==> src/rtl/rf_pkg.sv <==
package rf_pkg;
   localparam int DATA_W_DEF   = 16;
   localparam int IR_FLD_W_DEF = 3;

   typedef enum int {
      PORT_DST = 0,
      PORT_A   = 1,
      PORT_B   = 2
   } rf_port_e;

   localparam int NUM_PORTS = 3;
endpackage

==> src/rtl/rf_addr_resolve.sv <==
module rf_addr_resolve #(
   parameter int IR_W = rf_pkg::IR_FLD_W_DEF,
   localparam int CTL_W = IR_W + 1
) (
   input  logic [CTL_W-1:0] ctl,
   input  logic [IR_W-1:0]  ir,
   output logic [CTL_W-1:0] addr
);
   // top bit of the control field picks literal scratch index or IR field
   always_comb begin
      if (ctl[CTL_W-1]) addr = ctl;
      else              addr = {1'b0, ir};
   end
endmodule

==> src/rtl/rf_bank.sv <==
module rf_bank #(
   parameter int DATA_W = rf_pkg::DATA_W_DEF,
   parameter int ADDR_W = rf_pkg::IR_FLD_W_DEF + 1,
   parameter int NUM_RD = 2,
   localparam int DEPTH = 1 << ADDR_W
) (
   input  logic                           clk,
   input  logic                           rst,
   input  logic                           we,
   input  logic [ADDR_W-1:0]              waddr,
   input  logic [DATA_W-1:0]              wdata,
   input  logic [NUM_RD-1:0][ADDR_W-1:0]  raddr,
   output logic [NUM_RD-1:0][DATA_W-1:0]  rdata
);
   logic [DATA_W-1:0] mem [DEPTH];

   // reset wins over write
   always_ff @(posedge clk) begin
      if (rst) begin
         for (int i = 0; i < DEPTH; i++) mem[i] <= '0;
      end else if (we) begin
         mem[waddr] <= wdata;
      end
   end

   for (genvar p = 0; p < NUM_RD; p++) begin : g_rd
      assign rdata[p] = mem[raddr[p]];
   end
endmodule

==> src/rtl/opstore_rf.sv <==
module opstore_rf #(
   parameter int DATA_W   = rf_pkg::DATA_W_DEF,
   parameter int IR_FLD_W = rf_pkg::IR_FLD_W_DEF,
   localparam int CTL_W   = IR_FLD_W + 1
) (
   input  logic              clk,
   input  logic              rst,
   input  logic              wr_en,
   input  logic [CTL_W-1:0]  dst_sel,
   input  logic [IR_FLD_W-1:0] dst_ir,
   input  logic [CTL_W-1:0]  a_sel,
   input  logic [IR_FLD_W-1:0] a_ir,
   input  logic [CTL_W-1:0]  b_sel,
   input  logic [IR_FLD_W-1:0] b_ir,
   input  logic [DATA_W-1:0] wr_data,
   output logic [DATA_W-1:0] bus_a,
   output logic [DATA_W-1:0] bus_b
);
   import rf_pkg::*;

   if (DATA_W < 1) begin : g_bad_data_w
      $error("opstore_rf: DATA_W must be at least 1");
   end
   if (IR_FLD_W < 1 || IR_FLD_W > 6) begin : g_bad_ir_w
      $error("opstore_rf: IR_FLD_W must lie in 1..6");
   end

   logic [NUM_PORTS-1:0][CTL_W-1:0]    sel_v;
   logic [NUM_PORTS-1:0][IR_FLD_W-1:0] ir_v;
   logic [NUM_PORTS-1:0][CTL_W-1:0]    addr_v;
   logic [1:0][CTL_W-1:0]              rd_addr;
   logic [1:0][DATA_W-1:0]             rd_data;

   assign sel_v[PORT_DST] = dst_sel;
   assign sel_v[PORT_A]   = a_sel;
   assign sel_v[PORT_B]   = b_sel;
   assign ir_v[PORT_DST]  = dst_ir;
   assign ir_v[PORT_A]    = a_ir;
   assign ir_v[PORT_B]    = b_ir;

   for (genvar p = 0; p < NUM_PORTS; p++) begin : g_res
      rf_addr_resolve #(.IR_W(IR_FLD_W)) u_res (
         .ctl  (sel_v[p]),
         .ir   (ir_v[p]),
         .addr (addr_v[p])
      );
   end

   assign rd_addr[0] = addr_v[PORT_A];
   assign rd_addr[1] = addr_v[PORT_B];

   rf_bank #(.DATA_W(DATA_W), .ADDR_W(CTL_W), .NUM_RD(2)) u_bank (
      .clk   (clk),
      .rst   (rst),
      .we    (wr_en),
      .waddr (addr_v[PORT_DST]),
      .wdata (wr_data),
      .raddr (rd_addr),
      .rdata (rd_data)
   );

   assign bus_a = rd_data[0];
   assign bus_b = rd_data[1];

   // a location written last cycle is seen on port A
   p_wr_visible_a_r4: assert property (@(posedge clk) disable iff (rst)
      (!$past(rst) && $past(wr_en) && addr_v[PORT_A] == $past(addr_v[PORT_DST]))
      |-> bus_a == $past(wr_data));

   // same for port B
   p_wr_visible_b_r5: assert property (@(posedge clk) disable iff (rst)
      (!$past(rst) && $past(wr_en) && addr_v[PORT_B] == $past(addr_v[PORT_DST]))
      |-> bus_b == $past(wr_data));

   // no write, same location -> same value
   p_hold_r6: assert property (@(posedge clk) disable iff (rst)
      (!$past(rst) && !$past(wr_en) && addr_v[PORT_A] == $past(addr_v[PORT_A]))
      |-> bus_a == $past(bus_a));

   // ports on the same location agree
   p_ports_agree_r8: assert property (@(posedge clk) disable iff (rst)
      (addr_v[PORT_A] == addr_v[PORT_B]) |-> bus_a == bus_b);

   // right after reset both ports read zero
   p_reset_clear_r1: assert property (@(posedge clk) disable iff (rst)
      $past(rst) |-> (bus_a == '0 && bus_b == '0));
endmodule

==> config.mk <==
export PLATFORM = sky130hd
export DESIGN_NAME = opstore_rf
export DESIGN_NICKNAME = d
export VERILOG_FILES = /design/src/rtl/rf_pkg.sv /design/src/rtl/rf_addr_resolve.sv /design/src/rtl/rf_bank.sv /design/src/rtl/opstore_rf.sv
export SDC_FILE = /design/constraint.sdc
export NUM_CORES = 1
export LEC_CHECK = 0
export CAP_MARGIN = 5
export CORE_UTILIZATION = 61
export CTS_CLUSTER_SIZE = 30
export DETAILED_ROUTE_END_ITERATION = 10
export PLACE_DENSITY_LB_ADDON = 0.25
export RECOVER_POWER = 100
export SYNTH_ARGS = -nofsm -noshare
export SYNTH_HDL_FRONTEND = slang
export SYNTH_SLANG_ARGS = --single-unit
==> constraint.sdc <==
create_clock -name clk -period 2.71 [get_ports clk]
set_input_delay 0.542 -clock clk [delete_from_list [all_inputs] [get_ports clk]]
set_output_delay 0.542 -clock clk [all_outputs]
set_load 0.01 [all_outputs]
# Word-level counts from Yosys, hierarchy flattened
# Memory sizes are Yosys's and may differ from the RTL's.
# Cells that the tools add are included.
[totals] mem_count=1 wordCells=13 ram_bits=256 regBits=0 input_bits=40 output_inout_bits=32
[op_classes] n_mux=11 reduce_logical=1
[memory_table] name="u_bank.mem" words=16 width=16 read_ports=2 rd_clocked_by_memory_dff=0 wr=16 line_no="rf_bank.sv:15" text="logic [DATA_W-1:0] mem [DEPTH];"
[ops] cell="16-bit two-way mux" count=1
[ops] cell="4-bit two-way mux" count=4
[ops] cell="16-bit OR reduction" count=1
[ops] cell="1-bit two-way mux" count=6

# Depth between registers and ports, before layout
[logic_depth] word_depth=5 mapped_depth=7 depth_no_buf=4

# Modules after synthesis
# A second synthesis with hierarchy kept.
[unflattened] hier_cells=871 hier_area_um2=13538.0
[by_module_without_submodules] mod="rf_bank" cells_per_inst=859 seq_area_each_um2=7687.4 area_each_um2=13414.1 instances=1
[by_module_without_submodules] mod="rf_addr_resolve" cells_per_inst=4 seq_area_each_um2=0.0 area_each_um2=41.3 instances=3

# Least setup slack after synthesis
# OpenSTA, ideal clock, no wires.
[synth_path] kind="input to output" from="in b_sel[2]" to="out bus_b[10]" cell_stages=6 path_slack_ns=0.430 t_required_ns=2.168 arrival_time_ns=1.738 path_cell_list="buf_2 and3b_1 buf_2 a221oi_1 nand4_1 a211o_1"
[synth_via] elab_chain_cells=2
[synth_lines] item="from (decl)" line_no="opstore_rf.sv:13" text="input logic [CTL_W-1:0] b_sel,"
[synth_lines] item="4-bit two-way mux" line_no="rf_addr_resolve.sv:11" text="if (ctl[CTL_W-1]) addr = ctl;"
[synth_lines] item="memory read 16 x 16 bit"
[synth_lines] item="to (decl)" line_no="opstore_rf.sv:17" text="output logic [DATA_W-1:0] bus_b"
# No other way between the ends.

# Worst setup path in the final report
[layout_path] from="in b_sel[2]" to="out bus_b[14]"
# The elaborated chain is that of the path after synthesis.

==> reports/metrics.csv <==
metric,value,unit
failing checks,"DRC, setup timing",
Top reg by flops,u_bank.mem,
Residual DRC,3,
Die Ht,153,µm
antenna-violating nets left,0,
period utilization,108,%
WS Path Type,in -> out,
Worst Tran Pin Value,1030,ps
synthesized area,13900,µm²
RSZ-0062 raised after global routing,yes,
crit path to,bus_b[14],
CTS Buffer Depth,3,
H-tree levels,1,
drt pass-1 iters,11,
Synth top area share,55.5,%
Final Hold Fails,0,
"Seq/Total Area, Yosys",55.5,%
Post-DP HPWL,31200,µm
Root Buffer Master,clkbuf_16,
largest net degree at the start of global routing,37,
post-synth top area cell,edfxtp_1,
Max-cap violations,0,
setup tns final,-2000,ps
GRT Total Usage,44.4,%
via count,12400,
I/O Pins,72,
Synth top cells by count,"and2_1 (258), edfxtp_1 (256), nand2_1 (163)",
diode count,0,
Critical path origin,b_sel[2],
GR Overflow Total,0,
Leak,6.23,nW
# setup viols final,26,
die width,153,µm
vias in the first global route,11700,
worst slack at placement,-1050,ps
"count leader, synth",and2_1,
worst setup margin,-230,ps
TritonCTS Buffers,28,
Avg WL per Cell,31.3,µm
Post-Synthesis Cells,1250,
Worst Path Max Fanout,23,
HP Class,in -> reg,
Rel. slew slack,31.2,%
max reg flops,256,
status,finished with violations,
Initial Util,62.9,%
Max Fclk,340,MHz
syn_nets,1290,
Critical Path RT,2170,ps
Mean Syn Cell Area,11.1,µm²
Max Transition Viols Final,0,
First DRT Iteration DRCs,2003,
"FF+latch count, synth",256,
Worst-path clk slew,60,ps
# hold bufs at CTS,0,
unique cell type count in the Yosys netlist,47,
total wire length,52800,µm
top post-synthesis cells by area,"edfxtp_1 (56%), and2_1 (12%), nand2_1 (4.4%)",
core footprint,22000,µm²
asr flop ratio synth,0,%
# clock sinks,256,
initial antenna violation count,0,
critical path arrival,2400,ps
CTS tree,built,
PD cells,578,nW/µm²
CP endpoint kind,primary output,
final net count,1426,
Die ar.,23300,µm²
crit path launch type,input pin,
gpl congestion,0.917,
Port-buffer cells,71,
Rows,54,
maximum vdd drop,0.503,mV
share of cells above drive strength 1,24.0,%
fin crit period,2940,ps
global-route wire length before repair,75500,µm
Vias per Instance,7.33,
Post-synth EDFFs,256,
YS warnings,0,
Layout area overhead,25.5,%
"Primary FF master, synth",edfxtp_1,
Top Registers,u_bank.mem x256,
[critical path, stage by stage]
cell	delay [ps]
buf_4	130
buf_6	180
and3_4	190
buf_12	170
a22oi_1	180
nand4_1	410
a211o_1	440
buf_2	150
[worst min-delay path by stage]
stage	endpoint	cells after the start	slack, ps	from
2_1_floorplan	u_bank.mem[0][0]$_SDFFCE_PN0P_	1	740	wr_data[0]
6_report	u_bank.mem[2][15]$_SDFFCE_PN0P_	2	1090	wr_data[15]
4_1_cts	u_bank.mem[10][15]$_SDFFCE_PN0P_	2	1050	wr_data[15]
5_1_grt	u_bank.mem[1][15]$_SDFFCE_PN0P_	2	1120	wr_data[15]
3_3_place_gp	u_bank.mem[1][15]$_SDFFCE_PN0P_	2	1610	wr_data[15]
3_5_place_dp	u_bank.mem[2][15]$_SDFFCE_PN0P_	2	1600	wr_data[15]
[area by class of cell]
| class | count | area, µm² |
|---|---|---|
| multi-input cells | 870 | 6400 |
| clock inverters | 17 | 111 |
| well taps | 280 | 350 |
| clock buffers | 34 | 744 |
| repair buffers | 226 | 2080 |
| fillers | 1280 | 4640 |
| inverters | 4 | 15.0 |
| flip-flops and latches | 256 | 7690 |
[routing by layer]
metal  track usage (%)  share of wire (%)
met5                 0                  0
met4              29.7                8.9
met3              8.93                 12
met2              70.6                 46
met1              55.2                 33
[placed cells by master, fill, tap and decap left out, drive strengths merged, types with 7 or more instances in the layout]
cell type        n
a211o           31
a21oi           62
a221oi          61
a22oi           61
a32oi           33
and2           258
buf            167
clkbuf          64
clkdlybuf4s50   22
clkinv          14
edfxtp         256
nand2          165
nand2b           7
nand3           34
nand4           30
nand4b          30
nor2             8
nor2b           27
nor3             7
or2             16
[kinds of logic (layout without fill, tap and decap cells)]
kind of cell / after synthesis / after routing / synth area share, %
and+or+nand+nor: 604 / 605 / 25.0
AOI/OAI and AO/OA: 257 / 257 / 14.5
DFF: 256 / 256 / 55.5
buffers and inverters: 125 / 281 / 4.26
muxes: 8 / 8 / 0.723
[metrics by stage]
stage	total power (W)	area, µm²	hold slack [ps]	utilization (%)	cells
floorplan	0.00546	13900	740	-	1250
global placement	0.00619	15600	1610	70.7	1596
detailed placement	0.00622	15600	1600	70.7	1596
CTS	0.00982	17300	1050	78.8	1683
global route	0.0102	17400	1120	78.9	1687
finish	0.0100	17400	1090	78.9	1687
[repair_timing]
| action | 4_1_cts | 5_1_grt |
|---|---|---|
| gates cloned | 7 | 0 |
| pin swaps | 103 | 71 |
| buffers inserted | 31 | 15 |
| setup endpoints to repair | 32 | 31 |
| gates resized for setup | 304 | 64 |
[power breakdown]
part / internal, W / total, W / switching, W
Combinational: 0.000638 / 0.00161 / 0.000974
Clock: 0.00204 / 0.00363 / 0.00159
Sequential: 0.00460 / 0.00481 / 0.000209
Total: 0.00727 / 0.0100 / 0.00277
No activity file was read; power rests on OpenSTA's default activity.
